`src/rtl/acc_alu_pkg.sv`:
```
`timescale 1ns/1ps
package acc_alu_pkg;
    localparam int FN_W = 4;

    typedef enum logic [FN_W-1:0] {
        FN_NONE = 4'd0,
        FN_ADD  = 4'd1,
        FN_SUB  = 4'd2,
        FN_CMP  = 4'd3,
        FN_AND  = 4'd4,
        FN_OR   = 4'd5,
        FN_XOR  = 4'd6,
        FN_SHL  = 4'd7,
        FN_SHR  = 4'd8,
        FN_SWAP = 4'd9
    } alu_fn_e;

    typedef struct packed {
        logic z;
        logic n;
        logic c;
    } alu_flags_t;
endpackage

```
`src/rtl/acc_alu_addsub.sv`:
```
`timescale 1ns/1ps
// Add or subtract with a W+1 bit sum; the top bit is the carry on add
// and the borrow on subtract.
module acc_alu_addsub #(
    parameter int W = 16
) (
    input  logic [W-1:0] a,
    input  logic [W-1:0] b,
    input  logic         do_sub,
    output logic [W-1:0] sum,
    output logic         carry
);
    logic [W:0] ext;

    always_comb begin
        if (do_sub) ext = {1'b0, a} - {1'b0, b};
        else        ext = {1'b0, a} + {1'b0, b};
        sum   = ext[W-1:0];
        carry = ext[W];
    end
endmodule

```
`src/rtl/acc_alu_bitwise.sv`:
```
`timescale 1ns/1ps
// Logic, single-bit shifts and half swap.
module acc_alu_bitwise
    import acc_alu_pkg::*;
#(
    parameter int W = 16
) (
    input  alu_fn_e      fn,
    input  logic [W-1:0] a,
    input  logic [W-1:0] b,
    output logic [W-1:0] res,
    output logic         carry
);
    localparam int HALF = W / 2;

    always_comb begin
        res   = '0;
        carry = 1'b0;
        unique case (fn)
            FN_AND:  res = a & b;
            FN_OR:   res = a | b;
            FN_XOR:  res = a ^ b;
            FN_SHL: begin
                res   = {a[W-2:0], 1'b0};
                carry = a[W-1];
            end
            FN_SHR: begin
                res   = {1'b0, a[W-1:1]};
                carry = a[0];
            end
            FN_SWAP: res = {a[HALF-1:0], a[W-1:HALF]};
            default: begin
                res   = '0;
                carry = 1'b0;
            end
        endcase
    end
endmodule

```
`src/rtl/acc_alu_flagreg.sv`:
```
`timescale 1ns/1ps
module acc_alu_flagreg
    import acc_alu_pkg::*;
#(
    parameter int W = 16
) (
    input  logic         clk,
    input  logic         rst_n,
    input  logic         upd,
    input  logic [W-1:0] res,
    input  logic         carry,
    output alu_flags_t   flags_q
);
    alu_flags_t flags_d;

    always_comb begin
        flags_d = flags_q;
        if (upd) begin
            flags_d.z = (res == '0);
            flags_d.n = res[W-1];
            flags_d.c = carry;
        end
    end

    always_ff @(posedge clk or negedge rst_n) begin
        if (!rst_n) flags_q <= '0;
        else        flags_q <= flags_d;
    end
endmodule

```
`src/rtl/acc_alu_core.sv`:
```
`timescale 1ns/1ps
module acc_alu_core
    import acc_alu_pkg::*;
#(
    parameter int W = 16
) (
    input  logic            clk,
    input  logic            rst_n,
    input  logic            op_valid,
    input  logic [FN_W-1:0] func,
    input  logic            imm_form,
    input  logic [W-1:0]    a_in,
    input  logic [W-1:0]    b_in,
    output logic [W-1:0]    result,
    output logic            a_we,
    output logic            flag_z,
    output logic            flag_n,
    output logic            flag_c
);
    alu_fn_e    fn;
    logic       legal;
    logic       is_arith;
    logic [W-1:0] as_sum, bw_res;
    logic       as_c, bw_c, sel_c;
    alu_flags_t flags_q;

    assign fn = alu_fn_e'(func);

    always_comb begin
        legal    = 1'b0;
        is_arith = 1'b0;
        unique case (fn)
            FN_ADD, FN_SUB, FN_CMP: begin
                legal    = op_valid;
                is_arith = 1'b1;
            end
            FN_AND, FN_OR, FN_XOR: legal = op_valid;
            FN_SHL, FN_SHR, FN_SWAP: legal = op_valid && !imm_form;
            default: legal = 1'b0;
        endcase
    end

    acc_alu_addsub #(.W(W)) i_addsub (
        .a      (a_in),
        .b      (b_in),
        .do_sub (fn != FN_ADD),
        .sum    (as_sum),
        .carry  (as_c)
    );

    acc_alu_bitwise #(.W(W)) i_bitwise (
        .fn    (fn),
        .a     (a_in),
        .b     (b_in),
        .res   (bw_res),
        .carry (bw_c)
    );

    always_comb begin
        result = '0;
        sel_c  = 1'b0;
        if (legal) begin
            result = is_arith ? as_sum : bw_res;
            sel_c  = is_arith ? as_c   : bw_c;
        end
        a_we = legal && (fn != FN_CMP);
    end

    acc_alu_flagreg #(.W(W)) i_flags (
        .clk     (clk),
        .rst_n   (rst_n),
        .upd     (legal),
        .res     (result),
        .carry   (sel_c),
        .flags_q (flags_q)
    );

    assign flag_z = flags_q.z;
    assign flag_n = flags_q.n;
    assign flag_c = flags_q.c;
endmodule

```
`config.mk`:
```
export PLATFORM = sky130hd
export DESIGN_NAME = acc_alu_core
export DESIGN_NICKNAME = d
export VERILOG_FILES = /design/src/rtl/acc_alu_pkg.sv /design/src/rtl/acc_alu_addsub.sv /design/src/rtl/acc_alu_bitwise.sv /design/src/rtl/acc_alu_flagreg.sv /design/src/rtl/acc_alu_core.sv
export SDC_FILE = /design/constraint.sdc
export NUM_CORES = 1
export LEC_CHECK = 0
export ABC_AREA = 0
export ABC_CLOCK_PERIOD_IN_PS = 3450
export BUFFER_PORTS_ARGS = -buffer_cell sky130_fd_sc_hd__buf_2
export CORE_ASPECT_RATIO = 0.9
export CORE_MARGIN = 2
export CORE_UTILIZATION = 30
export CTS_CLUSTER_DIAMETER = 200
export DETAILED_ROUTE_END_ITERATION = 8
export PLACE_DENSITY = 0.57
export SLEW_MARGIN = 25
export SYNTH_ARGS = -nofsm -noshare
export SYNTH_HDL_FRONTEND = slang
export SYNTH_SLANG_ARGS = --single-unit
```
`constraint.sdc`:
```
create_clock -name clk -period 3.45 [get_ports clk]
set_input_delay 0 -clock clk [delete_from_list [all_inputs] [get_ports clk]]
set_output_delay 0 -clock clk [all_outputs]
set_load 0.02 [all_outputs]
```
* Word-level counts from Yosys, hierarchy flattened *
Index checks and enable logic that the tools add are counted.

word-level totals
  bits in registers = 3
  output and inout port bits = 20

operators by class
  add/sub/neg operators = 2
  equality and inequality tests = 11
  multiplexer cells = 8
  bitwise logic cells = 3
  reductions and logical operators = 7

operators by type and width
  cell                                                   count
  case mux 16 bit (6 select lines)                       1
  two-way mux 16 bit                                     2
  adder 16 x 16 -> 17 bit                                1
  two-way mux 17 bit                                     1
  subtractor 16 x 16 -> 17 bit                           1
  bitwise AND 16 bit                                     1
  == test 4 x 3 -> 1 bit, second input constant          4
  logical NOT 16 bit                                     1
  OR 16 bit                                              1
  XOR 16 bit                                             1
  == test 4 x 2 -> 1 bit, second input constant          2
  == test 4 bit, second input constant                   2
  OR reduction 3 bit                                     2
  OR reduction 6 bit                                     1
  == test 4 x 1 -> 1 bit, second input constant          1
  inequality test 4 x 1 -> 1 bit, second input constant  1
  inequality test 4 x 2 -> 1 bit, second input constant  1
  case mux 1 bit (2 select lines)                        2
  logical AND 1 bit                                      2
  two-way mux 1 bit                                      2
  logical NOT 1 bit                                      1

* Longest topological paths before layout *
Gate-level depths: netlist of run 1.

  depth in word-level cells = 6
  mapped depth = 17
  depth with buffers taken out = 16

* Hierarchy *
Synthesis of run 1 repeated with hierarchy kept, for this count alone.

unflattened totals
  cell total of the unflattened synthesis = 423
  area, all modules = 3149.3 um^2

modules (own cells, without submodules)
  module           times used  cells each  area each (um^2)
  acc_alu_bitwise  1           180         1458.9
  acc_alu_addsub   1           160         1159.9
  acc_alu_core     1           70          385.4
  acc_alu_flagreg  1           13          145.1

* Least setup slack after synthesis of run 1 *
OpenSTA, ideal clock, no wires.

  path kind = input to register
  start point = in func[0]
  end point = reg, netlist name i_flags.flags_q[2]
  library setup time = 121 ps
  arrival time = 3651 ps
  data required time = 3329 ps
  path slack = -322 ps
  stages = 17
  path buffers = 4
  path through = buf_2 > buf_2 > buf_2 > buf_1 > nand3_1 > a21oi_1 > xnor2_1 > ha_1 > and2_1 > a31oi_1 > nand4_1 > a31oi_1 > o21ai_0 > mux2i_1 > a211oi_1 > a21oi_1 > a22o_1

on the way
  word-level cells in the longest chain between the ends = 6
  elaborated cells on any way between the ends = 20
  classes of those cells = eq/ne: 10; mux: 6; reduce/logical: 4

ends and longest elaborated chain
  item                                                              RTL line               source
  start, declared                                                   acc_alu_core.sv:10     input logic [FN_W-1:0] func,
  == test 4 x 1 -> 1 bit or == test 4 x 2 -> 1 bit (tied branches)  acc_alu_core.sv:32     unique case (fn)
  OR reduction 3 bit                                                acc_alu_core.sv:32
  two-way mux 1 bit                                                 acc_alu_core.sv:32
  two-way mux 16 bit                                                acc_alu_core.sv:63     result = is_arith ? as_sum : bw_res;
  two-way mux 16 bit (*)                                            acc_alu_core.sv:62     if (legal) begin
  via result[13]                                                    acc_alu_core.sv:14     output logic [W-1:0] result,
  logical NOT 16 bit (*)                                            acc_alu_flagreg.sv:19  flags_d.z = (res == '0);

Mark *: on every way through the listed nets, which the timed path passes. The rest lies on a longest branch.
A chain may end at the register's enable or synchronous reset.

* Worst setup path after layout of run 1 *
  start point = in func[3]
  end point = out result[13]

on the way
  word-level cells in the longest chain between the ends = 5
  elaborated cells on any way between the ends = 19
  classes of those cells = eq/ne: 10; mux: 6; reduce/logical: 3

ends and longest elaborated chain
  item                                                              RTL line
  == test 4 x 1 -> 1 bit or == test 4 x 2 -> 1 bit (tied branches)  acc_alu_core.sv:32
  OR reduction 3 bit                                                acc_alu_core.sv:32
  two-way mux 1 bit                                                 acc_alu_core.sv:32
  two-way mux 16 bit                                                acc_alu_core.sv:63
  two-way mux 16 bit (*)                                            acc_alu_core.sv:62
  end, declared                                                     acc_alu_core.sv:14

Mark *: on every way between the ends. The rest lies on a longest branch, timed or not.

==> summary by stage, run 1 <==
STA
Across all hold checks on the routed design, the worst slack comes to 110 ps. The worst pin sits at a relative slew slack of 36.4%. The maximum clock rate is 315 MHz. The final critical path takes up 92.1% of the cycle. The final number of hold-violating endpoints is 0. The time the final worst path needs with I/O delays and setup is 3180 ps. For the pin with the worst max-slew slack, the measured transition is 941 ps. The number of failing setup endpoints in the final timing report is 0.

The worst-case clock skew is 0 ps. Setup repair after global routing left no endpoint under its margin. The total negative setup slack is 0 ps.

The number of pins exceeding their max-slew limit in the final report is 0.

Yosys
Among all flip-flop cells after synthesis, the most frequent one is dfrtp_1. Synthesis produced 412 cells. The synthesized design spends more area on one cell type than any other, namely ha_1. After synthesis, the cell types taking the most area are ha_1, inv_1, o21ai_0. The mapped netlist covers 2900 um2. The average size of a mapped cell is 7.03 um2. The netlist uses 70 different library cells.

Sorting the synthesized cells by how often they occur yields ha_1, inv_1, nand2_1. The total of warnings raised by yosys is 0. The dominant cell by count in the synthesized netlist is ha_1.

The sequential element share of the synthesized area is 2.59%. The synthesized design contains 3 register bits. The count of flip-flops with a built-in enable after synthesis is 0. The total nets after synthesis is 502.

The top-area cell type share of the netlist area is 21.2%. After synthesis, the share of flip-flops with an asynchronous set or reset is 100%.

Placed design
After detailed placement, the total cell area comes to 3460 um2. At the end of routability-driven placement, the weighted congestion stood at 0.887. The detailed placer's ending HPWL is 8.72 mm.

The number of placed instances, taps included is 608. Buffers placed on the I/O ports in this run total 59.

GRT
The total overflow left after global routing is 0. The number of antenna violations at the first check in global routing came to 0. The wire length of the first global-routing pass is 17.2 mm. Global routing used 20.4% of the available tracks. The largest net degree at the start of global routing is 39. The via count of the first global-routing pass is 3314.

Worst setup path
Of all nets on the critical path, the largest fanout is 6. The reg-to-reg setup timing slack is 2750 ps. The worst register-to-register path begins at i_flags.flags_q[2]$_DFFE_PN0P_. The data arrival at the endpoint of the critical path is 3180 ps. The worst setup path is launched from an input pin. The endpoint identified for the worst register-to-register timing path is i_flags.flags_q[2]$_DFFE_PN0P_. For the worst setup path, the data required time is 3450 ps.

The cell depth of the worst flop-to-flop path is 1. The critical path start-end classification is input pin to primary output. The kind of capture point of the worst setup path is a primary output.

Cells and area
In the final layout, flip-flops and latches occupy 75.1 um2. The register with the most flip-flops is i_flags.flags_q. The post-route netlist has 23.6% of its cells at a drive strength greater than 1. The count of fill cells added during filler insertion is 1065. The area growth from synthesis to final layout is 21.7%. The register with the most flip-flops in the layout has 3 of them. The largest registers in the layout are i_flags.flags_q (3). The layout net count is 578. The number of antenna diodes is 0. The cell area after layout is 3520 um2. The multi-input combinational cells in the finished layout cover a total of 2540 um2. The filler-free cell count of the finished design is 613.

Pwr
Across the VDD grid, the largest voltage drop is 0.000172 V. The areal power density over the cells is 190 nW/um2. The static leakage is 1.72 nW.

CTS
The number of setup buffers added after CTS is 0. The clock sink count is 3. The number of buffers created by CTS is 3. The buffer levels on the longest clock path is 2. The cell sitting at the root of the clock tree is a clkbuf_8. CTS built an H-tree with a depth of 1. The clock slew at the register clock pins of the worst setup and hold paths is 30 ps. The clock tree from TritonCTS is done. At the later pin of the worst-skew pair, clock insertion delay measures 210 ps.

Drt
After detailed routing, the average wire length per cell comes to 17.7 um. The detailed-route vias per instance is 5.74. In this run, the number of DRC markers left after iteration 0 of detailed routing was 270. Summed over all layers, the routed wires come to 10.9 mm. The number of search-and-repair iterations in the first detailed-routing pass is 5. Detailed routing inserted a total of 3518 vias. The DRC violation count after routing is 0. The detail route stage leaves a number of antenna-violating nets equal to 0.

Min path
The type of the tightest min-delay check is input pin to async pin.

Die
The standard-cell row count is 34. The die covers 10500 um2. The die width is 108 um.

The top-level I/O count is 60. The starting utilization of the core area is 30.4%. The area of the placeable core is 9530 um2. From bottom edge to top edge, the die measures 97.2 um.

Outcome
The flow ran to the end, and the final reports show no timing, DRC or antenna violations.

Job
The number of max-capacitance violations reported is 0.
-- worst max path at each step --
stage	startpoint	endpoint	slack, ps	cells after the start
final	func[3]	result[13]	270	17
after CTS	func[1]	result[13]	290	17
after global routing	func[3]	result[13]	40	17
after floorplan	func[0]	i_flags.flags_q[2]$_DFFE_PN0P_	10	17
after global placement	func[1]	i_flags.flags_q[2]$_DFFE_PN0P_	240	16
after detailed placement	func[1]	i_flags.flags_q[2]$_DFFE_PN0P_	180	16
-- what timing repair did --
action                                  4_1_cts  5_1_grt
hold buffers                                  1        0
resized for setup                             0        1
hold endpoints to repair                      3        0
endpoints found under the setup margin        0        2
-- metal layers --
metal  up-vias  part of all wire (%)  track usage (%)
met2       168                    46             33.4
met5         -                     0                0
li1       1662                     -                -
met3         2                   8.3             1.21
met4         0                  0.26             1.87
met1      1686                    45             30.3
-- critical path: stages --
cell,delay (ps)
buf_2,120
nor2_1,250
nand3_2,190
buf_4,210
a21oi_1,160
xnor2_1,150
ha_1,300
a21oi_1,210
and2_1,220
nand4_1,160
a31oi_1,210
buf_4,150
o21ai_0,110
mux2i_1,160
a211oi_2,280
buf_4,140
buf_2,150
-- cells by family after synthesis --
logic type      count (synthesis)  synth area share (%)
xor+xnor                       20                  6.05
flops                           3                  2.59
compound gates                139                  33.1
simple gates                  125                  22.4
mux                            10                  3.93
fa+ha+maj                      50                  21.9
buf+inv                        65                  10.1
-- cell type report --
class / count / area share [%]
clock buffers: 4 / 1.28
inverters: 46 / 4.90
well taps: 126 / 4.47
repair buffers: 90 / 15.1
flip-flops and latches: 3 / 2.13
multi-input cells: 344 / 72.2
-- layout by cell type, fill, tap and decap left out, types with 5 or more instances in the layout --
cell type and count:
buf_2 59, ha_1 49, inv_1 44, nand2_1 34, o21ai_0 33, nor2_1 32
buf_4 30, a21oi_1 24, xnor2_1 18, a31oi_1 12, mux2i_1 8, nand3_1 7
nor2b_1 6, o22ai_1 6, a32oi_1 6, or3_1 5, o21a_1 5, a22oi_1 5
a2bb2oi_1 5
-- metrics by stage --
stage               utilization [%]  power [mW]  worst slack (ps)
floorplan                         -       0.385              12.3
global placement               36.3       0.551               240
detailed placement             36.3       0.557               179
CTS                            36.9       0.666               294
global route                   37.0       0.727              40.5
finish                         37.0       0.669               272
-- power by group --
part	internal [mW]	leakage [nW]	switching [mW]
clock	0.0788	0.0228	0.0231
sequential	0.0434	0.0377	0.00403
combinational	0.212	1.66	0.308
Power figures use the tool's default switching activity.
==> run 2: changes to the inputs <==
--- a/config.mk
+++ b/config.mk
@@ -13,8 +13,9 @@
 export CORE_UTILIZATION = 30
 export CTS_CLUSTER_DIAMETER = 200
 export DETAILED_ROUTE_END_ITERATION = 8
-export PLACE_DENSITY = 0.57
+export PLACE_DENSITY = 0.56
 export SLEW_MARGIN = 25
 export SYNTH_ARGS = -nofsm -noshare
 export SYNTH_HDL_FRONTEND = slang
+export SYNTH_HIERARCHICAL = 1
 export SYNTH_SLANG_ARGS = --single-unit
==> summary by stage, run 2 <==
GRT
The largest net degree at the start of global routing came to 58 (+49%). The global-route usage over all layers is 19.8% (-0.58 points). The number of antenna violations at the first check in global routing was 0 (unchanged). The wire length of the first global-routing pass is 17.9 mm (+4.1%). The via count of the first global-routing pass was 3275 (-1.2%). The total congestion overflow after global routing came to 0 (unchanged).

Placed design
The final estimated routing congestion in global placement came to 0.946 (+6.7%). The count of port buffers added during placement is 59 (unchanged). The detailed placer's ending HPWL was 8.87 mm (+1.7%).

Worst setup path
The data arrival at the endpoint of the critical path is 3200 ps (+20 ps). The launch instance of the worst register-to-register path is i_flags/flags_q[0]$_DFFE_PN0P_. The worst setup path is captured at a primary output.

Tracing the worst setup path back leads to its startpoint at b_in[2]. The largest fanout on the critical path is 7 (+1). The kind of launch point of the worst setup path is an input pin. The required arrival time at the worst endpoint is 3450 ps (about the same). The critical path start-end classification is input pin to primary output. The reg-to-reg setup timing slack is 2710 ps (-40 ps).

Drt
The number of search-and-repair iterations in the first detailed-routing pass was 5 (unchanged). The DRC violation count after routing is 0 (unchanged). The via count is 3368 (-4.3%). The count of routing violations after the opening detailed-route iteration came to 175 (-35%).

The detailed-route vias per instance is 5.57 (-3.0%). The wire length per cell after detailed routing is 18.6 um (+4.5%). The total detailed-routing wirelength came to 11.2 mm (+3.2%). The residual antenna-violating net count after detailed routing came to 0 (unchanged).

Die
The standard-cell row count was 35 (+2.9%). The starting utilization of the core area is 30.7% (+0.35 points). The die width is 112 um (+4.1%).

The total die area is 11300 um2 (+8.4%). The area of the placeable core is 10200 um2 (+7.5%). The top-level I/O count came to 60 (unchanged). The y dimension of the die is 101 um (+4.1%).

CTS
The root buffer cell chosen for the clock tree is clkbuf_16. The clock insertion delay at the later pin of the skew report is 230 ps (+20 ps). TritonCTS built the clock tree.

The clock sink count was 3 (unchanged). The number of buffers created by CTS was 3 (unchanged). The buffer levels on the longest clock path is 2 (unchanged).

The depth of the CTS H-tree was 1 (unchanged). The clock slew at the register clock pins of the worst setup and hold paths is 30 ps (about the same).

Cells and area
In the layout the commonest cells are buf_2, ha_1, inv_1. The end-of-flow core utilization came to 35.4% (-1.6 points). The area growth from synthesis to final layout is 15.1%. The layout net count is 567 (-1.9%).

The combined flip-flop and latch cell area came to 75.1 um2 (unchanged). The number of flip-flops in the largest register is 3 (unchanged). The share of layout cells above drive strength 1 is 22.3% (-1.3 points). The count of fill cells added during filler insertion was 1144 (+7.4%). The library cell used most frequently in the layout, excluding fill and tap cells, is buf_2. In the final layout, the registers with the most flip-flops are i_flags/flags_q (3). The number of antenna diodes is 0 (unchanged).

The multi-input combinational cell area came to 2740 um2 (+7.7%). The register with the most flip-flops is i_flags/flags_q.

Min path
The type of the tightest min-delay check is input pin to async pin.

Yosys
ha_1 is the most common cell in the netlist. After synthesis, the cell types taking the most area are ha_1, a21oi_1, xnor2_1. The average size of a mapped cell is 7.45 um2 (+5.9%). The post-synthesis cell area was 3150 um2 (+8.8%).

The synthesized design spends more area on one cell type than any other, namely ha_1. The sequential element share of the synthesized area was 2.38% (-0.21 points). In the synthesized netlist, the cells that appear most often are ha_1, inv_1, a21oi_1. The count of different cell masters after synthesis came to 68 (-2.9%).

The async set-or-reset flop fraction in the synthesized netlist is 100% (unchanged). Among all flip-flop cells after synthesis, the most frequent one is dfrtp_1. The top-area cell type share of the netlist area is 19.5% (-1.7 points). The count of flip-flops with a built-in enable after synthesis came to 0 (unchanged). The total of warnings raised by yosys is 6 (+6). The total nets after synthesis is 513 (+2.2%).

The number of flip-flops and latches in the synthesized netlist was 3 (unchanged). The post-synthesis cell count is 423 (+2.7%).

Pwr
The areal power density over the cells is 207 nW/um2 (+9.0%). The overall power is 0.750 mW (+12%). The maximum ir drop on the vdd rail came to 0.000225 V (+31%). The static leakage is 1.68 nW (-2.1%).

STA
The relative max-transition margin is 33.8% (-2.6 points). The fraction of the cycle the final worst path needs was 92.7% (+0.57 points). The final number of hold-violating endpoints is 0 (unchanged). The slew at the pin closest to its max-slew limit is 989 ps (+48.1 ps). The worst-case clock skew is 0 ps (unchanged). Setup repair after global routing left no endpoint under its margin.

The number of failing setup endpoints in the final timing report is 0 (unchanged). The time the final worst path needs with I/O delays and setup is 3200 ps (+19.7 ps). The number of pins exceeding their max-slew limit in the final report is 0 (unchanged).

The maximum clock rate is 313 MHz (-0.62%).

Outcome
The run finished with clean final reports.

Job
The number of max-capacitance violations reported came to 0 (unchanged).
## run 2: changes by cell type after synthesis, moves of 8 or more
cell,before,now
o211ai_1,0,21
nor2_1,32,17
nand3_1,8,20
mux2_2,1,9
a21oi_1,24,43
nand2_1,34,24
## run 2: worst max-delay path: stages
cell,delay [ps]
buf_2,140
nor2_1,190
nor4b_4,370
nor3b_4,320
a21oi_1,120
xnor2_1,140
ha_1,400
and3_1,320
nand3_1,210
o21ai_1,280
xnor2_1,150
nand3_1,100
a21oi_2,230
buf_2,210
## run 2: path summary, 6_finish.rpt
check                                                 end  cells past startpoint
max                                            result[15]                     14
min                        i_flags/flags_q[0]$_DFFE_PN0P_                      2
min in group clk           i_flags/flags_q[1]$_DFFE_PN0P_                      1
max in group asynchronous  i_flags/flags_q[1]$_DFFE_PN0P_                      2
min reg2reg                i_flags/flags_q[1]$_DFFE_PN0P_                      1
max reg2reg                i_flags/flags_q[0]$_DFFE_PN0P_                      1
## run 2: kinds of logic (layout without fill, tap and decap cells)
kind of cell / Yosys count / in the layout / synth area share [%]
AOI/OAI and AO/OA: 134 / 134 / 28.6
and+or+nand+nor: 115 / 115 / 22.3
buffers and inverters: 70 / 123 / 11.0
adders and majority gates: 50 / 50 / 20.1
xor gates and xnor gates: 27 / 27 / 7.51
muxes: 24 / 24 / 8.14
DFF: 3 / 3 / 2.38
## run 2: stage by stage
step	std cells	hold slack (ps)	setup slack, ps	setup TNS (ps)	area, um2
2_1_floorplan	423	-296	156	0	3150
3_3_place_gp	597	-192	-61.5	-61.5	3500
3_5_place_dp	597	-190	-104	-104	3500
4_1_cts	602	109	43.5	0	3590
5_1_grt	605	126	44.9	0	3630
6_report	605	118	252	0	3630
## run 2: per-layer routing
metal / GRT usage [%] / wire (um)
met5: 0 / 0
met1: 27.7 / 5380
met2: 32.7 / 4940
met4: 3.85 / 169
met3: 3.23 / 729
## run 2: final cells by class
cell class	instances	share of cell area, %
Sequential cell	3	2.07
Inverter	47	4.87
Clock buffer	4	2.17
Timing Repair Buffer	72	10.9
Multi-Input combinational cell	350	75.5
Tap cell	129	4.45
## run 2: power breakdown
group          internal [mW]  switching [mW]  leakage, nW
registers             0.0405         0.00442       0.0400
logic                  0.207           0.310         1.60
clock network          0.153          0.0346       0.0382
## run 2: timing repair
item | in CTS | in global routing
resized for setup | 0 | 3
setup endpoints to repair | 0 | 3
hold buffers | 1 | 0
buffers inserted | 0 | 3
endpoints found under the hold margin | 3 | 0
==> run 3: changes to the inputs <==
--- a/config.mk
+++ b/config.mk
@@ -5,7 +5,7 @@
 export SDC_FILE = /design/constraint.sdc
 export NUM_CORES = 1
 export LEC_CHECK = 0
-export ABC_AREA = 0
+export ABC_AREA = 1
 export ABC_CLOCK_PERIOD_IN_PS = 3450
 export BUFFER_PORTS_ARGS = -buffer_cell sky130_fd_sc_hd__buf_2
 export CORE_ASPECT_RATIO = 0.9
==> summary by stage, run 3 <==
Yosys
The async set-or-reset flop fraction in the synthesized netlist is 100% (unchanged). The post-synthesis cell area is 3740 um2 (+19%). By area the synthesized netlist is led by nand2_1, ha_1, inv_1.

The count of different cell masters after synthesis came to 30 (-56%). The average size of a mapped cell is 5.17 um2 (-31%). The count of flip-flops with a built-in enable after synthesis is 0 (unchanged).

The number of flip-flops and latches in the synthesized netlist is 3 (unchanged). In the post-synthesis netlist, the cell with the most instances is nand2_1. The post-synthesis cell count is 724 (+71%).

The largest area contributor in the netlist is nand2_1. The top-area cell type share of the netlist area is 20.2% (+0.78 points). The sequential element share of the synthesized area is 2.00% (-0.38 points). By count the netlist is led by nand2_1, inv_1, nor2_1. The total nets after synthesis is 814 (+59%).

For this run, the leading register cell type out of synthesis is dfrtp_1. The total of warnings raised by yosys is 6 (unchanged).

Worst setup path
The worst setup path is captured at a primary output. The required arrival time at the worst endpoint is 3450 ps (about the same). The critical path in this run is classified as input pin to primary output. The critical path's most frequent cell is nand2_1.

The kind of launch point of the worst setup path is an input pin. The largest fanout on the critical path was 5 (-2). The data arrival at the endpoint of the critical path is 2810 ps (-390 ps). The slowest cell on the critical path is ha_1. The biggest cell delay along the critical path is 350 ps (-50 ps). The signal on the critical path passes through buf_2 > inv_1 > ha_1 > inv_1 > nor2_2 > nand2_2 > nor2_1 > nand2_1 > nand2_1 > nand2_1 > nand2_1 > nand2_1 > ha_1 > a21oi_1 > nand2_1 > a21oi_1 > nand3_1 > nand2_1 > inv_1 > o21ai_0 > inv_1 > nor2_1 > buf_2.

Drt
The via count is 4306 (+28%). The detailed-route vias per instance is 4.61 (-17%). The number of search-and-repair iterations in the first detailed-routing pass is 5 (unchanged). The residual antenna-violating net count after detailed routing is 0 (unchanged).

The wire length per cell after detailed routing is 12.7 um (-31%). The count of routing violations after the opening detailed-route iteration is 251 (+43%). The DRC violation count after routing was 0 (unchanged).

The total detailed-routing wirelength was 11.9 mm (+5.8%).

STA
The relative max-transition margin is 45.0% (+11 points). The setup slack after layout is 639 ps (+387 ps). The worst hold margin was 99.8 ps (-18.2 ps).

The time the final worst path needs with I/O delays and setup is 2810 ps (-387 ps). The slew at the pin closest to its max-slew limit is 821 ps (-167 ps). The final number of hold-violating endpoints is 0 (unchanged).

Setup repair after global routing left no endpoint under its margin. The fraction of the cycle the final worst path needs is 81.5% (-11 points). The number of failing setup endpoints in the final timing report is 0 (unchanged).

The worst-case clock skew is 0 ps (unchanged). The maximum clock rate came to 356 MHz (+14%). The total negative setup slack was 0 ps (unchanged).

The number of pins exceeding their max-slew limit in the final report was 0 (unchanged).

Die
The area of the placeable core is 12100 um2 (+18%). The starting utilization of the core area was 30.9% (+0.15 points). The y dimension of the die is 110 um (+8.7%). The die width is 122 um (+8.7%). The top-level I/O count was 60 (unchanged). The total die area is 13400 um2 (+18%). The standard-cell row count is 38 (+8.6%).

GRT
The via count of the first global-routing pass is 3904 (+19%). The total congestion overflow after global routing is 0 (unchanged). The number of antenna violations at the first check in global routing is 0 (unchanged). The wire length of the first global-routing pass is 19.7 mm (+9.7%).

The global-route usage over all layers came to 18.2% (-1.6 points). The largest net degree at the start of global routing was 36 (-38%).

Placed design
The number of placed instances, taps included is 929 (+56%). The placement-stage worst setup slack is 479 ps (+584 ps). The count of port buffers added during placement is 59 (unchanged). The final estimated routing congestion in global placement was 0.892 (-5.7%). The detailed placer's ending HPWL was 9.63 mm (+8.6%). The area of placed instances is 4120 um2 (+18%).

Cells and area
The filler-free cell count of the finished design is 934 (+54%). The share of layout cells above drive strength 1 came to 14.9% (-7.4 points). The top cell types in the final layout, fill and taps aside, are nand2_1, inv_1, nor2_1. The layout net count is 865 (+53%). The number of antenna diodes is 0 (unchanged). The register with the most flip-flops is i_flags/flags_q. Relative to the synthesized area, the layout overhead comes to 12.5%.

The cell area after layout is 4210 um2 (+16%). The number of flip-flops in the largest register is 3 (unchanged). The library cell used most frequently in the layout, excluding fill and tap cells, is nand2_1. In the final layout, the registers with the most flip-flops are i_flags/flags_q (3). The end-of-flow core utilization is 34.7% (-0.65 points).

CTS
The clock slew at the register clock pins of the worst setup and hold paths is 30 ps (about the same). The clock sink count is 3 (unchanged). The number of buffers created by CTS is 3 (unchanged). CTS placed an instance of clkbuf_16 at the clock tree root. The depth of the CTS H-tree is 1 (unchanged). The number of buffers added for setup after CTS was 0 (unchanged). The buffer levels on the longest clock path is 2 (unchanged).

The clock insertion delay at the later pin of the skew report is 230 ps (about the same). TritonCTS built the clock tree. The total of cells resized after clock tree synthesis is 0 (unchanged).

Job
The number of max-capacitance violations reported is 0 (unchanged).

Outcome
The run finished with clean final reports.

Pwr
The overall power is 0.790 mW (+5.4%). The maximum ir drop on the vdd rail is 0.0000971 V (-57%). The areal power density over the cells is 188 nW/um2 (-9.3%). The static leakage is 2.69 nW (+60%).

Min path
In this run the worst hold path is classified as input pin to async pin.
run 3: cell types whose count changed in the layout (fill, tap and decap cells not counted), moves of 9 or more:
| cell | delta |
|---|---|
| nand2_1 | +178 |
| inv_1 | +112 |
| nor2_1 | +79 |
| nand3_1 | +70 |
| a21oi_1 | -29 |
| o211ai_1 | -20 |
| xnor2_1 | -18 |
| nor2_2 | +16 |
| mux2i_1 | -14 |
| mux2_2 | -9 |
| o21ai_0 | -9 |
run 3: routing by layer:
metal	part of all wire [%]	global-route usage (%)	routed length (um)
met2	43	30.0	5140
met4	0.49	2.55	58
met3	5.5	0.412	649
met5	0	0	0
met1	51	27.2	6030
run 3: final timing paths:
path                                                start                             end  slack, ps  cells past startpoint
setup / recovery                                  b_in[0]                      result[15]        640                     23
hold / removal                                      rst_n  i_flags/flags_q[2]$_DFFE_PN0P_        100                      2
setup reg to reg           i_flags/flags_q[2]$_DFFE_PN0P_  i_flags/flags_q[2]$_DFFE_PN0P_       2850                      2
hold reg to reg            i_flags/flags_q[0]$_DFFE_PN0P_  i_flags/flags_q[0]$_DFFE_PN0P_        480                      2
max in group asynchronous                           rst_n  i_flags/flags_q[0]$_DFFE_PN0P_       3240                      2
min in group clk                                 op_valid  i_flags/flags_q[0]$_DFFE_PN0P_        290                      5
run 3: logic make-up (layout without fill, tap and decap cells):
logic type / after synthesis / in the layout / synth area share [%]
fa+ha+maj: 50 / 50 / 16.9
xor+xnor: 13 / 13 / 3.04
simple gates: 434 / 434 / 51.5
compound gates: 41 / 41 / 6.05
flops: 3 / 3 / 2.00
buf+inv: 183 / 233 / 20.5
run 3: final cells by class:
cell class	instances	area [um2]
fillers	1437	7910
repair buffers	64	335
clock buffers	4	78.8
well taps	160	200
flip-flops and latches	3	75.1
multi-input cells	538	2900
inverters	165	619
run 3: report_power, final:
| group | total [mW] | leakage, nW | switching (mW) | internal [mW] |
|---|---|---|---|---|
| Combinational | 0.558 | 2.61 | 0.374 | 0.184 |
| Sequential | 0.0436 | 0.0402 | 0.00280 | 0.0408 |
| Clock | 0.189 | 0.0382 | 0.0357 | 0.153 |
| Total | 0.790 | 2.69 | 0.413 | 0.378 |
run 3: worst max-delay path, delay by kind of cell:
family | cells | cell delay, ps
AOI/OAI and AO/OA | 3 | 590
adders and majority gates | 2 | 520
buffers and inverters | 6 | 540
and+or+nand+nor | 12 | 1130
run 3: what timing repair did:
action | 4_1_cts | 5_1_grt
hold endpoints to repair | 3 | 0
endpoints found under the setup margin | 0 | 0
hold buffers | 1 | 0
